**src/rtl/gpo_pkg.sv**
```systemverilog
package gpo_pkg;
  localparam int unsigned FLD_W  = 3;
  localparam int unsigned CTRL_POL  = 0;
  localparam int unsigned CTRL_TGL  = 1;
  localparam int unsigned CTRL_LINV = 2;

  typedef enum logic [FLD_W-1:0] {
    FLD_HSTART = 3'd0,
    FLD_HSTOP  = 3'd1,
    FLD_VSTART = 3'd2,
    FLD_VDUR   = 3'd3,
    FLD_CTRL   = 3'd4
  } fld_e;
endpackage

```
**src/rtl/gpo_timebase.sv**
```systemverilog
module gpo_timebase #(
  parameter int unsigned HCNT_W = 11,
  parameter int unsigned VCNT_W = 11
) (
  input  logic              clk_i,
  input  logic              rst_ni,
  input  logic              line_sync_i,
  input  logic              frame_sync_i,
  output logic              line_start_o,
  output logic [HCNT_W-1:0] h_cnt_o,
  output logic [VCNT_W-1:0] v_cnt_o
);
  assign line_start_o = line_sync_i | frame_sync_i;

  always_ff @(posedge clk_i or negedge rst_ni) begin
    if (!rst_ni) begin
      h_cnt_o <= '0;
      v_cnt_o <= '0;
    end else if (frame_sync_i) begin
      h_cnt_o <= '0;
      v_cnt_o <= '0;
    end else if (line_sync_i) begin
      h_cnt_o <= '0;
      v_cnt_o <= v_cnt_o + 1'b1;
    end else begin
      h_cnt_o <= h_cnt_o + 1'b1;
    end
  end
endmodule

```
**src/rtl/gpo_regs.sv**
```systemverilog
module gpo_regs
  import gpo_pkg::*;
#(
  parameter int unsigned NUM_OUT  = 10,
  parameter int unsigned HCNT_W   = 11,
  parameter int unsigned VCNT_W   = 11,
  parameter int unsigned IDX_W    = 4,
  parameter int unsigned DATA_W   = 11,
  parameter int unsigned LINV_IDX = 0
) (
  input  logic                           clk_i,
  input  logic                           rst_ni,
  input  logic                           we_i,
  input  logic [IDX_W+FLD_W-1:0]         addr_i,
  input  logic [DATA_W-1:0]              wdata_i,
  output logic [NUM_OUT-1:0][HCNT_W-1:0] hstart_o,
  output logic [NUM_OUT-1:0][HCNT_W-1:0] hstop_o,
  output logic [NUM_OUT-1:0][VCNT_W-1:0] vstart_o,
  output logic [NUM_OUT-1:0][VCNT_W-1:0] vdur_o,
  output logic [NUM_OUT-1:0]             pol_o,
  output logic [NUM_OUT-1:0]             tgl_en_o,
  output logic                           linv_en_o
);
  logic [IDX_W-1:0] wr_idx;
  fld_e             wr_fld;

  assign wr_idx = addr_i[IDX_W+FLD_W-1:FLD_W];
  assign wr_fld = fld_e'(addr_i[FLD_W-1:0]);

  for (genvar g = 0; g < NUM_OUT; g++) begin : g_bank
    logic              sel;
    logic [HCNT_W-1:0] hs_q, he_q;
    logic [VCNT_W-1:0] vs_q, vd_q;
    logic              pol_q, tgl_q;

    assign sel = we_i && (wr_idx == IDX_W'(g));

    always_ff @(posedge clk_i or negedge rst_ni) begin
      if (!rst_ni) begin
        hs_q  <= '0;
        he_q  <= '0;
        vs_q  <= '0;
        vd_q  <= '0;
        pol_q <= 1'b0;
        tgl_q <= 1'b0;
      end else if (sel) begin
        case (wr_fld)
          FLD_HSTART: hs_q <= wdata_i[HCNT_W-1:0];
          FLD_HSTOP:  he_q <= wdata_i[HCNT_W-1:0];
          FLD_VSTART: vs_q <= wdata_i[VCNT_W-1:0];
          FLD_VDUR:   vd_q <= wdata_i[VCNT_W-1:0];
          FLD_CTRL: begin
            pol_q <= wdata_i[CTRL_POL];
            tgl_q <= wdata_i[CTRL_TGL];
          end
          default: ;
        endcase
      end
    end

    assign hstart_o[g] = hs_q;
    assign hstop_o[g]  = he_q;
    assign vstart_o[g] = vs_q;
    assign vdur_o[g]   = vd_q;
    assign pol_o[g]    = pol_q;
    assign tgl_en_o[g] = tgl_q;

    if (g == LINV_IDX) begin : g_linv
      logic linv_q;
      always_ff @(posedge clk_i or negedge rst_ni) begin
        if (!rst_ni)                      linv_q <= 1'b0;
        else if (sel && wr_fld == FLD_CTRL) linv_q <= wdata_i[CTRL_LINV];
      end
      assign linv_en_o = linv_q;
    end
  end
endmodule

```
**src/rtl/gpo_channel.sv**
```systemverilog
module gpo_channel #(
  parameter int unsigned HCNT_W = 11,
  parameter int unsigned VCNT_W = 11
) (
  input  logic              clk_i,
  input  logic              rst_ni,
  input  logic              line_start_i,
  input  logic [HCNT_W-1:0] h_cnt_i,
  input  logic [VCNT_W-1:0] v_cnt_i,
  input  logic [HCNT_W-1:0] hstart_i,
  input  logic [HCNT_W-1:0] hstop_i,
  input  logic [VCNT_W-1:0] vstart_i,
  input  logic [VCNT_W-1:0] vdur_i,
  input  logic              pol_i,
  input  logic              tgl_en_i,
  output logic              pre_o,
  output logic              tgl_o,
  output logic              gpo_o
);
  logic            h_win, v_win;
  logic [VCNT_W:0] v_end;
  logic            tgl_q;

  assign v_end = {1'b0, vstart_i} + {1'b0, vdur_i};
  assign h_win = (h_cnt_i >= hstart_i) && (h_cnt_i < hstop_i);
  assign v_win = ({1'b0, v_cnt_i} >= {1'b0, vstart_i}) && ({1'b0, v_cnt_i} < v_end);

  // flip state only counts lines inside the vertical span; frame sync does not clear it
  always_ff @(posedge clk_i or negedge rst_ni) begin
    if (!rst_ni)                    tgl_q <= 1'b0;
    else if (line_start_i && v_win) tgl_q <= ~tgl_q;
  end

  assign pre_o = tgl_en_i ? tgl_q : (h_win && v_win);
  assign tgl_o = tgl_q;

  always_ff @(posedge clk_i or negedge rst_ni) begin
    if (!rst_ni) gpo_o <= 1'b0;
    else         gpo_o <= pre_o ^ pol_i;
  end
endmodule

```
**src/rtl/panel_gpo_gen.sv**
```systemverilog
module panel_gpo_gen
  import gpo_pkg::*;
#(
  parameter int unsigned NUM_OUT = 10,
  parameter int unsigned HCNT_W  = 11,
  parameter int unsigned VCNT_W  = 11,
  localparam int unsigned IDX_W  = $clog2(NUM_OUT),
  localparam int unsigned ADDR_W = IDX_W + FLD_W,
  localparam int unsigned DATA_W = (HCNT_W > VCNT_W) ? HCNT_W : VCNT_W
) (
  input  logic               clk_i,
  input  logic               rst_ni,
  input  logic               line_sync_i,
  input  logic               frame_sync_i,
  input  logic               reg_we_i,
  input  logic [ADDR_W-1:0]  reg_addr_i,
  input  logic [DATA_W-1:0]  reg_wdata_i,
  output logic [NUM_OUT-1:0] gpo_o,
  output logic               line_inv_o,
  output logic               blank_o
);
  localparam int unsigned LINV_IDX  = 0;
  localparam int unsigned BLANK_IDX = NUM_OUT - 1;

  logic                           line_start;
  logic [HCNT_W-1:0]              h_cnt;
  logic [VCNT_W-1:0]              v_cnt;
  logic [NUM_OUT-1:0][HCNT_W-1:0] hstart, hstop;
  logic [NUM_OUT-1:0][VCNT_W-1:0] vstart, vdur;
  logic [NUM_OUT-1:0]             pol_vec, tgl_en, pre_vec, tgl_vec;
  logic                           linv_en;

  gpo_timebase #(.HCNT_W(HCNT_W), .VCNT_W(VCNT_W)) u_tb (
    .clk_i, .rst_ni, .line_sync_i, .frame_sync_i,
    .line_start_o(line_start), .h_cnt_o(h_cnt), .v_cnt_o(v_cnt)
  );

  gpo_regs #(
    .NUM_OUT(NUM_OUT), .HCNT_W(HCNT_W), .VCNT_W(VCNT_W),
    .IDX_W(IDX_W), .DATA_W(DATA_W), .LINV_IDX(LINV_IDX)
  ) u_regs (
    .clk_i, .rst_ni,
    .we_i(reg_we_i), .addr_i(reg_addr_i), .wdata_i(reg_wdata_i),
    .hstart_o(hstart), .hstop_o(hstop), .vstart_o(vstart), .vdur_o(vdur),
    .pol_o(pol_vec), .tgl_en_o(tgl_en), .linv_en_o(linv_en)
  );

  for (genvar g = 0; g < NUM_OUT; g++) begin : g_ch
    gpo_channel #(.HCNT_W(HCNT_W), .VCNT_W(VCNT_W)) u_ch (
      .clk_i, .rst_ni,
      .line_start_i(line_start), .h_cnt_i(h_cnt), .v_cnt_i(v_cnt),
      .hstart_i(hstart[g]), .hstop_i(hstop[g]),
      .vstart_i(vstart[g]), .vdur_i(vdur[g]),
      .pol_i(pol_vec[g]), .tgl_en_i(tgl_en[g]),
      .pre_o(pre_vec[g]), .tgl_o(tgl_vec[g]), .gpo_o(gpo_o[g])
    );
  end

  always_ff @(posedge clk_i or negedge rst_ni) begin
    if (!rst_ni) begin
      line_inv_o <= 1'b0;
      blank_o    <= 1'b1;
    end else begin
      line_inv_o <= linv_en & pre_vec[LINV_IDX];
      blank_o    <= ~pre_vec[BLANK_IDX];
    end
  end
endmodule

```
**config.mk**
```make
export PLATFORM = sky130hd
export DESIGN_NAME = panel_gpo_gen
export DESIGN_NICKNAME = d
export VERILOG_FILES = /design/src/rtl/gpo_pkg.sv /design/src/rtl/gpo_timebase.sv /design/src/rtl/gpo_regs.sv /design/src/rtl/gpo_channel.sv /design/src/rtl/panel_gpo_gen.sv
export SDC_FILE = /design/constraint.sdc
export NUM_CORES = 1
export LEC_CHECK = 0
export ABC_AREA = 1
export BUFFER_PORTS_ARGS = -buffer_cell sky130_fd_sc_hd__buf_2
export CORE_MARGIN = 4
export CORE_UTILIZATION = 34
export CTS_BUF_LIST = sky130_fd_sc_hd__clkbuf_4 sky130_fd_sc_hd__clkbuf_8 sky130_fd_sc_hd__clkbuf_16
export DETAILED_ROUTE_END_ITERATION = 16
export PLACE_DENSITY_LB_ADDON = 0.2
export SETUP_SLACK_MARGIN = 0.4
export SLEW_MARGIN = 40
export SYNTH_ARGS = -nofsm -noshare
export SYNTH_HDL_FRONTEND = slang
export SYNTH_HIERARCHICAL = 1
export SYNTH_SLANG_ARGS = --single-unit
```
**constraint.sdc**
```tcl
create_clock -name clk_i -period 2.5 [get_ports clk_i]
set_input_delay 0.5 -clock clk_i [delete_from_list [all_inputs] [get_ports clk_i]]
set_output_delay 0.5 -clock clk_i [all_outputs]
set_load 0.01 [all_outputs]
```
==> report_table.html, run 1 <==
<table>
<tr><th>Metric</th><th>Value</th></tr>
<tr><th colspan="2">Power and ir drop</th></tr>
<tr><td>Switching share of power</td><td>32.8%</td></tr>
<tr><td>Leak Pwr</td><td>23.6 nW</td></tr>
<tr><td>Maximum vdd drop</td><td>0.000653 V</td></tr>
<tr><td>Share of total power in combinational logic</td><td>25.3%</td></tr>
<tr><td>Switching power total</td><td>8.37 mW</td></tr>
<tr><td>Cell Int Power</td><td>17.2 mW</td></tr>
<tr><td>Clock share of power</td><td>37.4%</td></tr>
<tr><td>Fraction of power consumed by sequential logic</td><td>37.3%</td></tr>
<tr><td>Power per cell area</td><td>583 nW/um^2</td></tr>
<tr><th colspan="2">Synth</th></tr>
<tr><td>Total nets after synthesis</td><td>5378</td></tr>
<tr><td>List of most frequent post-synthesis cells</td><td>nand2_1 (1604), nand3_1 (579), ha_1 (532), dfrtp_1 (504), inv_1 (451)</td></tr>
<tr><td>Area fraction in compound gates after synthesis</td><td>6.62%</td></tr>
<tr><td>Most used DFF post-synth</td><td>dfrtp_1</td></tr>
<tr><td>Area share of fa/ha/maj cells after synthesis</td><td>18.8%</td></tr>
<tr><td>Cell type with the largest total area after synthesis</td><td>dfrtp_1</td></tr>
<tr><td>Count of distinct cell types in the synthesized netlist</td><td>41</td></tr>
<tr><td>Main combinational cell family by area after synthesis</td><td>simple AND/OR/NAND/NOR gates</td></tr>
<tr><td>Synth Area in XOR/XNOR</td><td>1.94%</td></tr>
<tr><td>Count of state elements after synthesis</td><td>505</td></tr>
<tr><td>Top post-synthesis cells by area</td><td>dfrtp_1 (35%), ha_1 (18%), nand2_1 (16%), nand3_1 (7.9%), inv_1 (4.6%)</td></tr>
<tr><td>Mux cell area share after synthesis</td><td>0%</td></tr>
<tr><td>Leading cell type by number of instances after synthesis</td><td>nand2_1</td></tr>
<tr><td>Share of async-settable or async-resettable flops after synthesis</td><td>100%</td></tr>
<tr><td>Synth Instances</td><td>4813</td></tr>
<tr><td>Area share of the largest cell type after synthesis</td><td>34.5%</td></tr>
<tr><td>Post-synthesis simple-gate area fraction</td><td>30.3%</td></tr>
<tr><td>Summed instance area of the synthesized netlist</td><td>36600 sq um</td></tr>
<tr><td>Syn avg cell area</td><td>7.59 sq um</td></tr>
<tr><td>Count of synthesis-stage warnings from yosys</td><td>6</td></tr>
<tr><td>EDFF count, synth</td><td>0</td></tr>
<tr><td>Fraction of the yosys area taken by sequential cells</td><td>34.6%</td></tr>
<tr><th colspan="2">Status</th></tr>
<tr><td>Status</td><td>complete, but fails checks</td></tr>
<tr><td>Violated checks</td><td>negative setup slack</td></tr>
<tr><th colspan="2">Drt</th></tr>
<tr><td>Total wire length after detailed routing</td><td>114000 um</td></tr>
<tr><td>Total via count after detailed routing</td><td>32000</td></tr>
<tr><td>Detail Route Antenna Nets</td><td>0</td></tr>
<tr><td>Detailed router's first-iteration violation count</td><td>1947</td></tr>
<tr><td>First drt pass iteration count</td><td>9</td></tr>
<tr><td>Detail-routed via count per cell</td><td>4.89</td></tr>
<tr><td>Routed length per placed instance</td><td>17.5 um</td></tr>
<tr><td>Drt drc</td><td>0</td></tr>
<tr><th colspan="2">Floorplanning</th></tr>
<tr><td>Number of primary I/O pins</td><td>35</td></tr>
<tr><td>Die boundary width</td><td>336 um</td></tr>
<tr><td>Starting density of the core</td><td>34.2%</td></tr>
<tr><td>Standard-cell rows</td><td>120</td></tr>
<tr><td>Floorplan core area</td><td>107000 sq um</td></tr>
<tr><td>Die ar.</td><td>113000 sq um</td></tr>
<tr><td>Floorplan die height</td><td>336 um</td></tr>
<tr><th colspan="2">Cells and area</th></tr>
<tr><td>Number of nets in the layout</td><td>5655</td></tr>
<tr><td>Synthesis-to-finish area growth</td><td>19.9%</td></tr>
<tr><td>N_diodes</td><td>0</td></tr>
<tr><td>Share of cells above drive strength 1</td><td>16.3%</td></tr>
<tr><th colspan="2">Worst setup path</th></tr>
<tr><td>Type of element launching the critical path</td><td>flop</td></tr>
<tr><td>Maximum single-stage delay on the critical path</td><td>380 ps</td></tr>
<tr><td>Arrival time worst endpoint</td><td>3210 ps</td></tr>
<tr><td>Most Frequent Cell on Critical Path</td><td>nand2_1</td></tr>
<tr><td>Worst-path cell with the longest stage delay</td><td>dfrtp_1</td></tr>
<tr><td>Worst reg2reg setup slack</td><td>-110 ps</td></tr>
<tr><td>Critical Path Fanout Max</td><td>3</td></tr>
<tr><td>Worst EP required</td><td>3090 ps</td></tr>
<tr><td>Sort of element at the end of the critical path</td><td>flop</td></tr>
<tr><td>Timing startpoint of the critical path</td><td>u_regs/g_bank[3].vs_q[0]</td></tr>
<tr><td>Startpoint of the lowest-slack register-to-register path</td><td>u_regs/g_bank[3].vs_q[0]</td></tr>
<tr><td>Worst Path Class, Setup</td><td>flop to flop</td></tr>
<tr><td>Crit-path cells</td><td>ha_2 -&gt; fa_2 -&gt; buf_4 -&gt; buf_4 -&gt; buf_4 -&gt; xnor2_1 -&gt; ha_1 -&gt; nand2_1 -&gt; inv_1 -&gt; nand2_1 -&gt; nand2_1 -&gt; nand2_1 -&gt; nand2_1 -&gt; nand2_1 -&gt; nand2_1 -&gt; nand2_2 -&gt; nand3_2 -&gt; nand2_2 -&gt; nand2_2 -&gt; nand2_1</td></tr>
<tr><th colspan="2">Clock tree</th></tr>
<tr><td>Later-pin clock latency in the skew report</td><td>680 ps</td></tr>
<tr><td>Total CTS buffers</td><td>61</td></tr>
<tr><td>Total number of clock tree sinks</td><td>505</td></tr>
<tr><td>Root buffer cell</td><td>clkbuf_16</td></tr>
<tr><td>Clock tree from TritonCTS</td><td>built</td></tr>
<tr><td>Number of H-tree levels</td><td>2</td></tr>
<tr><td>Largest buffer count on any clock path</td><td>3</td></tr>
<tr><td>Clock Pin Slew Worst Setup and Hold Paths</td><td>60 ps</td></tr>
<tr><th colspan="2">Min path</th></tr>
<tr><td>Critical hold path startpoint</td><td>frame_sync_i</td></tr>
<tr><td>Hold Path Class</td><td>primary input to flop</td></tr>
<tr><th colspan="2">STA</th></tr>
<tr><td>Shortest period the worst path allows</td><td>2610 ps</td></tr>
<tr><td>Worst slew margin relative to its limit</td><td>52.6%</td></tr>
<tr><td>Worst-margin pin slew</td><td>711 ps</td></tr>
<tr><td>Share of the clock period used by the worst path</td><td>104%</td></tr>
<tr><td>RSZ-0062 raised after global routing</td><td>yes</td></tr>
<tr><td>Number of setup violations in the final report</td><td>21</td></tr>
<tr><td>Max Clk Rate</td><td>383 MHz</td></tr>
<tr><td>Final max-slew violation count</td><td>0</td></tr>
<tr><td>TNS Setup</td><td>-1240 ps</td></tr>
<tr><td>Fin. Hold Viols</td><td>0</td></tr>
<tr><td>Skew final</td><td>33.7 ps</td></tr>
<tr><td>Worst Setup Slack, final</td><td>-112 ps</td></tr>
<tr><th colspan="2">Placed design</th></tr>
<tr><td>Final RePlAce weighted congestion</td><td>0.856</td></tr>
<tr><td>Port Buffer Count</td><td>34</td></tr>
<tr><td>Dpl hpwl</td><td>76300 um</td></tr>
<tr><td>Post-placement worst setup slack</td><td>-152 ps</td></tr>
<tr><th colspan="2">Global route</th></tr>
<tr><td>Maximum number of pins on one net before global-route repair</td><td>77</td></tr>
<tr><td>Number of antenna violations at the first check in global routing</td><td>1</td></tr>
<tr><td>Via count of the first global-routing pass</td><td>31200</td></tr>
<tr><td>Total grt overflow</td><td>0</td></tr>
<tr><td>Global-route wire length before repair</td><td>180000 um</td></tr>
<tr><td>Overall fraction of global-route tracks in use</td><td>20.3%</td></tr>
<tr><th colspan="2">Run</th></tr>
<tr><td>Max cap viols</td><td>0</td></tr>
</table>
-- critical path, delay by kind of cell, from the launching register on --
family / cells / cell delay (ps)
flip-flops: 1 / 380
buffers and inverters: 4 / 420
AND/OR/NAND/NOR: 12 / 780
adder cells (fa/ha/maj): 3 / 800
XOR/XNOR: 1 / 160
-- final timing paths --
| kind | to | depth (start not counted) |
|---|---|---|
| worst max-delay path | g_ch[3].u_ch/gpo_o | 20 |
| worst min-delay path | u_tb/v_cnt_o[0] | 2 |
| worst max register to register | g_ch[3].u_ch/gpo_o | 20 |
| worst min register to register | u_regs/g_bank[4].hs_q[4] | 2 |
| max in group asynchronous | u_regs/g_bank[7].vs_q[10] | 3 |
| min in group asynchronous | u_regs/g_bank[5].he_q[9] | 2 |
-- sequential cells by signal, summed over array words and instances (netlist names), 11 cells and up --
register	flops
u_regs/g_bank.he_q	110
u_tb/h_cnt_o	11
u_tb/v_cnt_o	11
u_regs/g_bank.vd_q	110
u_regs/g_bank.hs_q	110
u_regs/g_bank.vs_q	110
-- cell type report --
class / instances / area (sq um)
inverter: 494 / 1850
sequential: 505 / 12600
timing repair buffer: 429 / 3590
clock buffer: 79 / 1740
clock inverter: 34 / 407
tap: 1403 / 1760
fill: 11000 / 63100
multi-input combinational: 3599 / 21900
-- logic make-up after synthesis --
| family | count (synthesis) |
|---|---|
| AND/OR/NAND/NOR | 2550 |
| buffers and inverters | 709 |
| adder cells (fa/ha/maj) | 542 |
| flip-flops | 505 |
| AO/OA/AOI/OAI | 426 |
| XOR/XNOR | 81 |
-- layer usage --
| layer | global-route usage (%) | part of all wire [%] | vias up |
|---|---|---|---|
| met5 | 0 | 0 | - |
| met4 | 4.97 | 2.3 | 0 |
| met3 | 2.48 | 4.0 | 161 |
| met2 | 33.0 | 45 | 532 |
| met1 | 28.7 | 49 | 15100 |
| li1 | - | - | 16200 |
-- power groups by stage --
stage / logic (mW) / clock network [mW] / registers [mW]
global route: 7.38 / 10.1 / 9.62
floorplan: 4.15 / 0 / 9.54
global placement: 6.21 / 0 / 9.62
detailed placement: 6.31 / 0 / 9.63
finish: 6.46 / 9.54 / 9.54
CTS: 6.45 / 9.78 / 9.53
-- what timing repair did --
action | in CTS | in global routing
hold endpoints to repair | 14 | 0
gates resized for setup | 54 | 27
hold buffers | 1 | 0
buffers inserted | 33 | 11
setup endpoints to repair | 22 | 22
pin swaps | 78 | 13
-- placed cells by master (no fill, tap or decap), drive strengths merged --
master and n:
nor2 195, nand3b 10, a21oi 261, o21ai 71, and3 20, o21a 30
fa 10, a211oi 1, clkbuf 79, buf 428, dfstp 1, nand2 1645
a31oi 11, o21bai 12, bufinv 7, nand3 590, nand4 51, a211o 10
and2 10, clkinv 34, xor2 50, nor3 26, a21o 30, inv 484
ha 532, dlygate4sd3 1, clkinvlp 3, xnor2 31, dfrtp 504, nor3b 3
-- through the flow --
step | total power [mW] | cells | utilization, % | hold WS (ps) | instance area, sq um
finish | 25.5 | 6543 | 41.0 | 138 | 43800
global route | 27.1 | 6543 | 41.0 | 127 | 43800
CTS | 25.8 | 6532 | 40.8 | 94.9 | 43600
detailed placement | 15.9 | 6385 | 38.2 | 444 | 40800
global placement | 15.8 | 6385 | 38.2 | 444 | 40800
floorplan | 13.7 | 4813 | - | 204 | 36700
No activity file was read; power rests on OpenSTA's default activity.
==> inputs of run 2 (changes only) <==
--- a/config.mk
+++ b/config.mk
@@ -11,7 +11,7 @@
 export CORE_UTILIZATION = 34
 export CTS_BUF_LIST = sky130_fd_sc_hd__clkbuf_4 sky130_fd_sc_hd__clkbuf_8 sky130_fd_sc_hd__clkbuf_16
 export DETAILED_ROUTE_END_ITERATION = 16
-export PLACE_DENSITY_LB_ADDON = 0.2
+export HOLD_SLACK_MARGIN = 0.15
 export SETUP_SLACK_MARGIN = 0.4
 export SLEW_MARGIN = 40
 export SYNTH_ARGS = -nofsm -noshare
==> report_table.html, run 2 (synthesis results as in run 1) <==
<table>
<tr><th>Metric</th><th>Value</th></tr>
<tr><th colspan="2">Floorplanning</th></tr>
<tr><td>Starting density of the core</td><td>34.2% (unchanged)</td></tr>
<tr><td>Die boundary width</td><td>336 um (unchanged)</td></tr>
<tr><td>Standard-cell rows</td><td>120 (unchanged)</td></tr>
<tr><td>Floorplan core area</td><td>107000 sq um (unchanged)</td></tr>
<tr><td>Floorplan die height</td><td>336 um (unchanged)</td></tr>
<tr><td>Die ar.</td><td>113000 sq um (unchanged)</td></tr>
<tr><td>Number of primary I/O pins</td><td>35 (unchanged)</td></tr>
<tr><th colspan="2">Drt</th></tr>
<tr><td>Total wire length after detailed routing</td><td>108000 um (was 114000 um)</td></tr>
<tr><td>Detail Route Antenna Nets</td><td>0 (unchanged)</td></tr>
<tr><td>Total via count after detailed routing</td><td>32500 (was 32000)</td></tr>
<tr><td>First drt pass iteration count</td><td>8 (was 9)</td></tr>
<tr><td>Detail-routed via count per cell</td><td>4.96 (was 4.89)</td></tr>
<tr><td>Drt drc</td><td>0 (unchanged)</td></tr>
<tr><td>Detailed router's first-iteration violation count</td><td>2096 (was 1947)</td></tr>
<tr><td>Routed length per placed instance</td><td>16.5 um (was 17.5 um)</td></tr>
<tr><th colspan="2">Clock tree</th></tr>
<tr><td>Clock tree from TritonCTS</td><td>built (unchanged)</td></tr>
<tr><td>Root buffer cell</td><td>clkbuf_16 (unchanged)</td></tr>
<tr><td>Total number of clock tree sinks</td><td>505 (unchanged)</td></tr>
<tr><td>Number of H-tree levels</td><td>2 (unchanged)</td></tr>
<tr><td>Largest buffer count on any clock path</td><td>3 (unchanged)</td></tr>
<tr><td>Clock Pin Slew Worst Setup and Hold Paths</td><td>60 ps (about the same)</td></tr>
<tr><td>Total CTS buffers</td><td>59 (was 61)</td></tr>
<tr><td>Later-pin clock latency in the skew report</td><td>640 ps (was 680 ps)</td></tr>
<tr><th colspan="2">STA</th></tr>
<tr><td>Shortest period the worst path allows</td><td>2750 ps (was 2610 ps)</td></tr>
<tr><td>Worst hold slack across all endpoints</td><td>224 ps (was 138 ps)</td></tr>
<tr><td>Fin. Hold Viols</td><td>0 (unchanged)</td></tr>
<tr><td>Worst slew margin relative to its limit</td><td>52.7% (was 52.6%)</td></tr>
<tr><td>Final max-slew violation count</td><td>0 (unchanged)</td></tr>
<tr><td>Number of setup violations in the final report</td><td>21 (unchanged)</td></tr>
<tr><td>Max Clk Rate</td><td>364 MHz (was 383 MHz)</td></tr>
<tr><td>Worst-margin pin slew</td><td>709 ps (was 711 ps)</td></tr>
<tr><td>Skew final</td><td>19.2 ps (was 33.7 ps)</td></tr>
<tr><td>Worst Setup Slack, final</td><td>-250 ps (was -112 ps)</td></tr>
<tr><td>Share of the clock period used by the worst path</td><td>110% (was 104%)</td></tr>
<tr><td>TNS Setup</td><td>-2230 ps (was -1240 ps)</td></tr>
<tr><td>RSZ-0062 raised after global routing</td><td>yes (unchanged)</td></tr>
<tr><th colspan="2">Cells and area</th></tr>
<tr><td>Synthesis-to-finish area growth</td><td>19.5% (was 19.9%)</td></tr>
<tr><td>Share of cells above drive strength 1</td><td>16.1% (was 16.3%)</td></tr>
<tr><td>Top library cells by usage in the layout, fill and taps aside</td><td>nand2_1 (1582), nand3_1 (553), ha_1 (505), dfrtp_1 (503), inv_1 (450) (was nand2_1 (1587), nand3_1 (551), dfrtp_1 (501), ha_1 (495), inv_1 (450))</td></tr>
<tr><td>Fill cell instance count of the final layout</td><td>10900 (was 11000)</td></tr>
<tr><td>Total non-filler cell area in the finished layout</td><td>43700 sq um (was 43800 sq um)</td></tr>
<tr><td>N_diodes</td><td>0 (unchanged)</td></tr>
<tr><td>Number of nets in the layout</td><td>5659 (was 5655)</td></tr>
<tr><td>Final core utilization</td><td>40.9% (was 41.0%)</td></tr>
<tr><td>Count of placed standard cells in the final layout, fillers left out</td><td>6547 (was 6543)</td></tr>
<tr><td>Leading cell type in the layout, fill and taps excluded</td><td>nand2_1 (unchanged)</td></tr>
<tr><th colspan="2">Power and ir drop</th></tr>
<tr><td>Power per cell area</td><td>585 nW/um^2 (was 583 nW/um^2)</td></tr>
<tr><td>Post-route total power</td><td>25.5 mW (about the same)</td></tr>
<tr><td>Leak Pwr</td><td>23.7 nW (was 23.6 nW)</td></tr>
<tr><td>Maximum vdd drop</td><td>0.000625 V (was 0.000653 V)</td></tr>
<tr><th colspan="2">Worst setup path</th></tr>
<tr><td>Worst reg2reg setup slack</td><td>-250 ps (was -110 ps)</td></tr>
<tr><td>Maximum single-stage delay on the critical path</td><td>380 ps (about the same)</td></tr>
<tr><td>Arrival time worst endpoint</td><td>3270 ps (was 3210 ps)</td></tr>
<tr><td>Kind of cell with the highest combined delay on the critical path</td><td>simple AND/OR/NAND/NOR gates (was adder cells)</td></tr>
<tr><td>Critical Path Fanout Max</td><td>3 (unchanged)</td></tr>
<tr><td>Type of element launching the critical path</td><td>flop (unchanged)</td></tr>
<tr><td>Worst-path cell with the longest stage delay</td><td>dfrtp_1 (unchanged)</td></tr>
<tr><td>Worst EP required</td><td>3020 ps (was 3090 ps)</td></tr>
<tr><td>Sort of element at the end of the critical path</td><td>flop (unchanged)</td></tr>
<tr><td>Number of buffer and inverter stages on the critical path</td><td>0 (was 4)</td></tr>
<tr><td>Crit-path cells</td><td>ha_2 -&gt; fa_2 -&gt; nand3_2 -&gt; nand2_2 -&gt; nand4_1 -&gt; nand2_1 -&gt; nand2_2 -&gt; nand2_2 -&gt; a21oi_2 -&gt; xor2_1 -&gt; ha_1 -&gt; and3_1 -&gt; nand2_1 -&gt; nand2_1 -&gt; nand2_2 -&gt; nand3_2 -&gt; nand3_2 -&gt; nand2_1 (was ha_2 -&gt; fa_2 -&gt; buf_4 -&gt; buf_4 -&gt; buf_4 -&gt; xnor2_1 -&gt; ha_1 -&gt; nand2_1 -&gt; inv_1 -&gt; nand2_1 -&gt; nand2_1 -&gt; nand2_1 -&gt; nand2_1 -&gt; nand2_1 -&gt; nand2_1 -&gt; nand2_2 -&gt; nand3_2 -&gt; nand2_2 -&gt; nand2_2 -&gt; nand2_1)</td></tr>
<tr><td>Worst Path Class, Setup</td><td>flop to flop (unchanged)</td></tr>
<tr><th colspan="2">Placed design</th></tr>
<tr><td>Post-placement worst setup slack</td><td>-202 ps (was -152 ps)</td></tr>
<tr><td>Dpl cell area</td><td>40800 sq um (about the same)</td></tr>
<tr><td>Dpl hpwl</td><td>72100 um (was 76300 um)</td></tr>
<tr><td>Port Buffer Count</td><td>34 (unchanged)</td></tr>
<tr><td>Total instance count after detailed placement</td><td>6389 (was 6385)</td></tr>
<tr><td>Final RePlAce weighted congestion</td><td>0.857 (was 0.856)</td></tr>
<tr><th colspan="2">Min path</th></tr>
<tr><td>Hold Path Class</td><td>primary input to flop (unchanged)</td></tr>
<tr><th colspan="2">Global route</th></tr>
<tr><td>Overall fraction of global-route tracks in use</td><td>19.2% (was 20.3%)</td></tr>
<tr><td>Maximum number of pins on one net before global-route repair</td><td>112 (was 77)</td></tr>
<tr><td>Total grt overflow</td><td>0 (unchanged)</td></tr>
<tr><td>Global-route wire length before repair</td><td>173000 um (was 180000 um)</td></tr>
<tr><td>Via count of the first global-routing pass</td><td>31500 (was 31200)</td></tr>
<tr><td>Number of antenna violations at the first check in global routing</td><td>0 (was 1)</td></tr>
<tr><th colspan="2">Run</th></tr>
<tr><td>Max cap viols</td><td>0 (unchanged)</td></tr>
<tr><th colspan="2">Status</th></tr>
<tr><td>Violated checks</td><td>negative setup slack (unchanged)</td></tr>
<tr><td>Status</td><td>complete, but fails checks (unchanged)</td></tr>
</table>
## run 2: changes by cell type in the layout (fill, tap and decap cells not counted), moves of 4 or more
cell,change
ha_4,-12
ha_1,+10
buf_4,+9
clkinv_2,-8
a21oi_1,+6
a21oi_2,-6
buf_12,-6
nand2_1,-5
nand3_2,-4
## run 2: layout make-up
cell class	count	area [sq um]	share of cell area, %
Tap cell	1403	1760	4.02
Inverter	494	1850	4.24
Timing Repair Buffer	435	3570	8.17
Clock inverter	33	464	1.06
Clock buffer	78	1680	3.85
Sequential cell	505	12600	28.9
Multi-Input combinational cell	3599	21700	49.7
## run 2: path summary, 6_finish.rpt
kind | start | end | cells past startpoint
min in group asynchronous | rst_ni | u_regs/g_bank[7].hs_q[9] | 2
hold reg to reg | u_regs/g_bank[9].hs_q[10] | u_regs/g_bank[9].hs_q[10] | 2
setup / recovery | u_regs/g_bank[5].vd_q[0] | g_ch[5].u_ch/gpo_o | 18
hold / removal | line_sync_i | u_tb/v_cnt_o[1] | 3
max in group asynchronous | rst_ni | u_regs/g_bank[9].vs_q[1] | 3
setup reg to reg | u_regs/g_bank[5].vd_q[0] | g_ch[5].u_ch/gpo_o | 18
## run 2: metal layers
metal  share of wire, %  routed length (um)  track usage [%]
met1                 46               50200             26.3
met4                2.0                2180             4.44
met3                5.7                6200             2.90
met5                  0                   0                0
met2                 46               49700             32.1
## run 2: power breakdown
part           internal, mW  leakage, nW  switching, mW  total, mW
Sequential             8.96         6.86          0.548       9.51
Combinational          2.60         15.7           3.85       6.44
Clock                  5.77         1.06           3.82       9.59
## run 2: worst reg2reg max path, delay by kind of cell (launching register included)
| kind | cells | cell delay (ps) |
|---|---|---|
| AOI/OAI and AO/OA | 1 | 120 |
| xor gates and xnor gates | 1 | 190 |
| adders and majority gates | 3 | 860 |
| DFF | 1 | 380 |
| and+or+nand+nor | 13 | 1090 |
## run 2: repair_timing
action | 4_1_cts | 5_1_grt
hold endpoints to repair | 403 | 0
gates resized for setup | 30 | 41
hold buffers | 2 | 0
buffers inserted | 33 | 12
pin swaps | 65 | 38
endpoints found under the setup margin | 22 | 22
